==> config.mk <==
export PLATFORM = sky130hd
export DESIGN_NAME = mc_datapath
export DESIGN_NICKNAME = d
export VERILOG_FILES = /design/src/rtl/mc_dp_pkg.sv /design/src/rtl/mc_en_reg.sv /design/src/rtl/mc_regfile.sv /design/src/rtl/mc_alu.sv /design/src/rtl/mc_datapath.sv
export SDC_FILE = /design/constraint.sdc
export NUM_CORES = 2
export LEC_CHECK = 0
export BUFFER_PORTS_ARGS = -buffer_cell sky130_fd_sc_hd__buf_2
export CAP_MARGIN = 25
export CELL_PAD_IN_SITES_DETAIL_PLACEMENT = 0
export CELL_PAD_IN_SITES_GLOBAL_PLACEMENT = 1
export CORE_AREA = 4 4 256 509
export DETAILED_ROUTE_END_ITERATION = 7
export DIE_AREA = 0 0 260 513
export GPL_TIMING_DRIVEN = 1
export HOLD_SLACK_MARGIN = 0.1
export PLACE_DENSITY_LB_ADDON = 0.1
export SLEW_MARGIN = 20
export SYNTH_ARGS = -nofsm -noshare
export SYNTH_HDL_FRONTEND = slang
export SYNTH_SLANG_ARGS = --single-unit
==> constraint.sdc <==
create_clock -name clk -period 20.8 [get_ports clk]
set_input_delay 4.16 -clock clk [delete_from_list [all_inputs] [get_ports clk]]
set_output_delay 4.16 -clock clk [all_outputs]
set_load 0.05 [all_outputs]
==> src/rtl/mc_dp_pkg.sv <==
package mc_dp_pkg;

   typedef enum logic [1:0] {
      ALU_ADD = 2'd0,
      ALU_SUB = 2'd1,
      ALU_AND = 2'd2,
      ALU_OR  = 2'd3
   } alu_op_e;

   typedef enum logic [1:0] {
      SRCB_OPB   = 2'd0,
      SRCB_FOUR  = 2'd1,
      SRCB_OFS   = 2'd2,
      SRCB_OFSX4 = 2'd3
   } srcb_e;

   typedef enum logic [1:0] {
      PCSRC_ALU  = 2'd0,
      PCSRC_RES  = 2'd1,
      PCSRC_JUMP = 2'd2
   } pcsrc_e;

   localparam int INSN_W = 32;
   localparam int REGIDX_W = 5;

endpackage

==> src/rtl/mc_en_reg.sv <==
module mc_en_reg #(
   parameter int W = 32,
   parameter logic [W-1:0] RST_VAL = '0
) (
   input  logic         clk,
   input  logic         rst_n,
   input  logic         en,
   input  logic [W-1:0] d,
   output logic [W-1:0] q
);
   always_ff @(posedge clk or negedge rst_n) begin
      if (!rst_n)
         q <= RST_VAL;
      else if (en)
         q <= d;
   end
endmodule

==> src/rtl/mc_regfile.sv <==
module mc_regfile #(
   parameter int W = 32,
   parameter int NREG = 32,
   parameter bit R0_IS_ZERO = 1'b1
) (
   input  logic         clk,
   input  logic         rst_n,
   input  logic         we,
   input  logic [4:0]   waddr,
   input  logic [W-1:0] wdata,
   input  logic [4:0]   raddr_a,
   input  logic [4:0]   raddr_b,
   output logic [W-1:0] rdata_a,
   output logic [W-1:0] rdata_b
);
   localparam int IDX_W = $clog2(NREG);

   if (NREG < 2 || NREG > 32 || (1 << IDX_W) != NREG) begin : g_bad_nreg
      $error("mc_regfile: NREG must be a power of two from 2 to 32");
   end

   logic [W-1:0] q [NREG];

   for (genvar i = 0; i < NREG; i++) begin : g_reg
      if (i == 0 && R0_IS_ZERO) begin : g_zero
         assign q[i] = '0;
      end else begin : g_ff
         logic [W-1:0] r;
         always_ff @(posedge clk or negedge rst_n) begin
            if (!rst_n)
               r <= '0;
            else if (we && waddr[IDX_W-1:0] == IDX_W'(i))
               r <= wdata;
         end
         assign q[i] = r;
      end
   end

   assign rdata_a = q[raddr_a[IDX_W-1:0]];
   assign rdata_b = q[raddr_b[IDX_W-1:0]];
endmodule

==> src/rtl/mc_alu.sv <==
module mc_alu
   import mc_dp_pkg::*;
#(
   parameter int W = 32
) (
   input  logic [W-1:0] a,
   input  logic [W-1:0] b,
   input  alu_op_e      op,
   output logic [W-1:0] y,
   output logic         zero
);
   always_comb begin
      unique case (op)
         ALU_ADD: y = a + b;
         ALU_SUB: y = a - b;
         ALU_AND: y = a & b;
         ALU_OR:  y = a | b;
         default: y = a + b;
      endcase
   end

   assign zero = (y == '0);
endmodule

==> src/rtl/mc_datapath.sv <==
module mc_datapath
   import mc_dp_pkg::*;
#(
   parameter int DATA_W = 32,
   parameter int NREG = 32,
   parameter bit R0_IS_ZERO = 1'b1,
   parameter logic [31:0] RESET_PC = 32'h0000_0000
) (
   input  logic        clk,
   input  logic        rst_n,
   input  logic [31:0] mem_rdata,
   output logic [31:0] mem_addr,
   output logic [31:0] mem_wdata,
   input  logic        pc_ld,
   input  logic        ir_ld,
   input  logic        opnd_ld,
   input  logic        res_ld,
   input  logic        mdr_ld,
   input  logic        rf_we,
   input  logic        addr_sel,
   input  logic        srca_sel,
   input  logic [1:0]  srcb_sel,
   input  logic [1:0]  alu_op,
   input  logic [1:0]  pc_sel,
   input  logic        wdst_sel,
   input  logic        wdata_sel,
   output logic [5:0]  opcode,
   output logic [5:0]  funct,
   output logic        alu_zero
);
   localparam int OFS_W = 16;
   localparam int JT_W  = 26;
   localparam int HI_W  = DATA_W - JT_W - 2;

   if (DATA_W != INSN_W) begin : g_bad_width
      $error("mc_datapath: DATA_W must equal the 32-bit instruction width");
   end

   logic [DATA_W-1:0] pc_q, ir_q, a_q, b_q, res_q, mdr_q;
   logic [DATA_W-1:0] pc_d, srca, srcb, alu_y, ofs_sext;
   logic [DATA_W-1:0] rf_a, rf_b, rf_wdata;
   logic [4:0]        rf_waddr;

   mc_en_reg #(.W(DATA_W), .RST_VAL(RESET_PC)) i_pc (
      .clk(clk), .rst_n(rst_n), .en(pc_ld), .d(pc_d), .q(pc_q));
   mc_en_reg #(.W(DATA_W)) i_ir (
      .clk(clk), .rst_n(rst_n), .en(ir_ld), .d(mem_rdata), .q(ir_q));
   mc_en_reg #(.W(DATA_W)) i_opa (
      .clk(clk), .rst_n(rst_n), .en(opnd_ld), .d(rf_a), .q(a_q));
   mc_en_reg #(.W(DATA_W)) i_opb (
      .clk(clk), .rst_n(rst_n), .en(opnd_ld), .d(rf_b), .q(b_q));
   mc_en_reg #(.W(DATA_W)) i_res (
      .clk(clk), .rst_n(rst_n), .en(res_ld), .d(alu_y), .q(res_q));
   mc_en_reg #(.W(DATA_W)) i_mdr (
      .clk(clk), .rst_n(rst_n), .en(mdr_ld), .d(mem_rdata), .q(mdr_q));

   assign rf_waddr = wdst_sel ? ir_q[15:11] : ir_q[20:16];
   assign rf_wdata = wdata_sel ? mdr_q : res_q;

   mc_regfile #(.W(DATA_W), .NREG(NREG), .R0_IS_ZERO(R0_IS_ZERO)) i_rf (
      .clk(clk), .rst_n(rst_n), .we(rf_we), .waddr(rf_waddr), .wdata(rf_wdata),
      .raddr_a(ir_q[25:21]), .raddr_b(ir_q[20:16]),
      .rdata_a(rf_a), .rdata_b(rf_b));

   assign ofs_sext = {{(DATA_W-OFS_W){ir_q[OFS_W-1]}}, ir_q[OFS_W-1:0]};
   assign srca     = srca_sel ? a_q : pc_q;

   always_comb begin
      unique case (srcb_e'(srcb_sel))
         SRCB_OPB:   srcb = b_q;
         SRCB_FOUR:  srcb = DATA_W'(4);
         SRCB_OFS:   srcb = ofs_sext;
         SRCB_OFSX4: srcb = {ofs_sext[DATA_W-3:0], 2'b00};
         default:    srcb = b_q;
      endcase
   end

   mc_alu #(.W(DATA_W)) i_alu (
      .a(srca), .b(srcb), .op(alu_op_e'(alu_op)), .y(alu_y), .zero(alu_zero));

   always_comb begin
      case (pc_sel)
         PCSRC_RES:  pc_d = res_q;
         PCSRC_JUMP: pc_d = {pc_q[DATA_W-1 -: HI_W], ir_q[JT_W-1:0], 2'b00};
         default:    pc_d = alu_y;
      endcase
   end

   assign mem_addr  = addr_sel ? res_q : pc_q;
   assign mem_wdata = b_q;
   assign opcode    = ir_q[31:26];
   assign funct     = ir_q[5:0];
endmodule

==> results_dict.tcl <==
set metrics [dict create \
    status "completed" \
    grt_overflow 0 \
    whs_path_depth 2 \
    min_path_type "reg -> reg" \
    period_minus_slack_ns 15.15 \
    synth_fp_nets 5758 \
    layout_common_cells "dfrtp_1 (1174), a21oi_1 (1159), nor2_1 (1028)" \
    cts_tree "built" \
    placed_area_um2 65200 \
    cp_common_cell "a21oi_1" \
    dp_hpwl_um 130000 \
    die_height_um 513 \
    avgSynthCellArea_um2 11.1 \
    synth_flop_cell "dfrtp_1" \
    synthToLayoutAreaGrowth_pct 9.60 \
    yosysWarnings 0 \
    vias 45200 \
    ioPinCount 127 \
    critPathLaunchType "primary input" \
    drive_gt1_frac 0.226 \
    grt_pass1_wl_um 314000 \
    synth-simple-area-share 0.0881 \
    syn-instance-count 5671 \
    setup_tns_ns 0 \
    max_freq_mhz 66.0 \
    required_ns 16.64 \
    synth_xor_area_frac 0.00612 \
    viasPerCell 6.22 \
    stdcell_area_um2 69000 \
    fill_cells 11100 \
    clock_power_share 0.215 \
    fin_crit_sh 0.728 \
    io_buffer_count 126 \
    gp_congestion 0.929 \
    cts_resized 0 \
    core_um2 127000 \
    worst-path-stages 21 \
    slew_violations 0 \
    multi_input_area_um2 31200 \
    h-tree-depth 3 \
    start_util 0.497 \
    rsz0062_at_grt "false" \
    power.switching_uw 3570 \
    clock-sinks 1184 \
    die_area_um2 133000 \
    crit_path_top_delay_cell "or2_1" \
    reg2reg_depth 19 \
    path_delay_family "simple AND/OR/NAND/NOR gates" \
    critPathMaxStageDelay_ns 0.73 \
    grt_max_degree 167 \
    first_iter_violations 3700 \
    rows 185 \
    final-setup-viol-count 0 \
    cts_buffers 108 \
    die_x_um 260 \
    p_leak_uw 0.0283 \
    cts_hold_buf 0 \
    p_seq_frac 0.422 \
    ys_types 77 \
    drt-total-wl_um 211000 \
    grt_usage 0.321 \
    ys_ff_latch 1184 \
    synth_edf_count 0 \
    dr.pass1.iters 5 \
    layout.nets 5578 \
    post-route-drc-count 0 \
    cts_buffer_depth 3 \
    grt_antenna_before_repair 11 \
    drtAntennaViolNets 0 \
    synth_mux_area_frac 0.251 \
    clock_tree.root_cell "clkbuf_16" \
    synth-async-reset-ratio 1.00 \
    yosysSeqAreaShare 0.471 \
    max-cap-violations 0 \
    cts_setup_buffers 0 \
    power.density_nw_per_um2 144 \
    worst_pin_slew_ns 1.13 \
    comb_power_share 0.364 \
    clock-skew-final_ns 0.0342 \
    internal_power_uw 6400 \
    cp_data_arrival_time_ns 10.99 \
    worstSetupPathType "in -> out" \
    syn_area_um2 63000 \
    path_buf_inv 2 \
    synth_top_family_by_area "multiplexers" \
    path_max_fanout 19 \
    setup_ws_ns 5.65 \
    synth_compound_gate_area_share 0.131 \
    grt_pass1_vias 46800 \
    finalHoldViolations 0 \
    path_clk_slew_ns 0.06 \
    dp_slack_ns 5.71 \
    slew_headroom 0.247 \
    synthAdderAreaFrac 0.0122 \
    wire_per_inst_um 29.0 \
    p_sw_frac 0.358 \
    final-seq-area_um2 29700 \
    insertion_delay_ns 0.74 \
    endpoint_kind "output pin" \
    path_cells "buf_2 > or2_1 > o22ai_1 > nor3_2 > nand3_1 > nor2_1 > a21oi_1 > xnor2_1 > ha_1 > a21oi_1 > o21ai_0 > a21oi_1 > o21ai_0 > o21a_1 > o31ai_1 > a2111oi_0 > nand4b_1 > nor4_2 > nand4_1 > nor3_1 > buf_2" \
    layout_commonest_cell "dfrtp_1" \
    ir_drop_uv 76.2 \
]
-- power by group through the flow --
stage / logic [µW] / clock network (µW) / registers [µW]
final: 3630 / 2140 / 4200
after global routing: 3970 / 2270 / 4350
after CTS: 3630 / 2180 / 4200
after detailed placement: 3620 / 0 / 4240
after global placement: 3550 / 0 / 4170
after floorplan: 2780 / 0 / 3980
-- registers in the layout (all words and copies together) (netlist names) --
signal,flops
i_ir.q,32
i_mdr.q,32
i_opa.q,32
i_opb.q,32
i_pc.q,32
i_res.q,32
i_rf.g.g_ff.r,992
-- metrics by stage --
step / instances / hold WS (ns) / utilization / total power (µW)
2_1_floorplan: 5671 / 0.461 / - / 6770
3_3_place_gp: 7053 / 0.473 / 0.513 / 7720
3_5_place_dp: 7059 / 0.492 / 0.515 / 7860
4_1_cts: 7262 / 0.505 / 0.544 / 10000
5_1_grt: 7271 / 0.533 / 0.545 / 10600
6_report: 7271 / 0.500 / 0.545 / 9970
-- layout make-up --
cell class | count | share of cell area
clock inverters | 50 | 0.00830
multi-input cells | 3836 | 0.452
clock buffers | 153 | 0.0460
inverters | 99 | 0.00538
repair buffers | 262 | 0.0277
diodes | 4 | 0.000145
well taps | 1683 | 0.0305
flip-flops and latches | 1184 | 0.430
-- final timing paths --
kind                                           from                        to  slack, ns
max                                     srcb_sel[0]                  alu_zero       5.65
min                        i_rf.g_reg[31].g_ff.r[7]  i_rf.g_reg[31].g_ff.r[7]       0.50
max reg2reg                               i_ir.q[2]               i_res.q[31]      15.03
min reg2reg                i_rf.g_reg[31].g_ff.r[7]  i_rf.g_reg[31].g_ff.r[7]       0.50
max in group asynchronous                     rst_n                i_ir.q[20]      13.89
min in group asynchronous                     rst_n  i_rf.g_reg[20].g_ff.r[5]       3.51
-- synth_stat cells, types with 15 or more instances --
cell | n | share of area
a21oi_1 | 1159 | 0.092
a22oi_1 | 32 | 0.0038
a31oi_1 | 29 | 0.0029
buf_1 | 75 | 0.0045
buf_2 | 15 | 0.0012
clkbuf_1 | 445 | 0.027
dfrtp_1 | 1184 | 0.47
ha_1 | 36 | 0.0072
inv_1 | 97 | 0.0058
maj3_1 | 30 | 0.0048
mux2_2 | 145 | 0.026
mux2i_1 | 121 | 0.019
mux4_2 | 576 | 0.21
nand2_1 | 124 | 0.0074
nand2b_1 | 77 | 0.0076
nor2_1 | 1058 | 0.063
nor3_1 | 18 | 0.0014
o211ai_1 | 71 | 0.0085
o21ai_0 | 140 | 0.011
xnor2_1 | 27 | 0.0038
xor2_1 | 17 | 0.0024
-- worst register-to-register path, cell delays in order, from the launching register on --
cell and delay, ns:
dfrtp_1 0.50, mux2i_1 0.18, a22oi_1 0.19, or3_1 0.47
nand2b_4 0.23, nor4_4 0.61, a21oi_1 0.17, xor2_1 0.19
ha_1 0.40, and3_1 0.26, nand2_1 0.16, nor3b_1 0.23
o21a_1 0.37, nor3_1 0.11, o21ai_0 0.37, a211oi_1 0.19
xnor2_1 0.23, nor4b_1 0.07, a311oi_1 0.49, mux2_2 0.25
-- cells by family (layout without fill, tap and decap cells) --
group           after synthesis  after routing
xor+xnor                     44             44
mux                         843            843
flops                      1184           1184
simple gates               1351           1351
buf+inv                     651            564
compound gates             1531           1531
fa+ha+maj                    67             67
other cells                   0              4
-- per-layer routing --
| metal | up-vias | wire (µm) | track usage |
|---|---|---|---|
| met5 | - | 11 | 0 |
| met4 | 2 | 13700 | 0.176 |
| met3 | 563 | 10900 | 0.0397 |
| met2 | 1409 | 108000 | 0.549 |
| met1 | 23000 | 78600 | 0.396 |
| li1 | 20200 | - | - |
No activity file was read; power rests on OpenSTA's default activity.
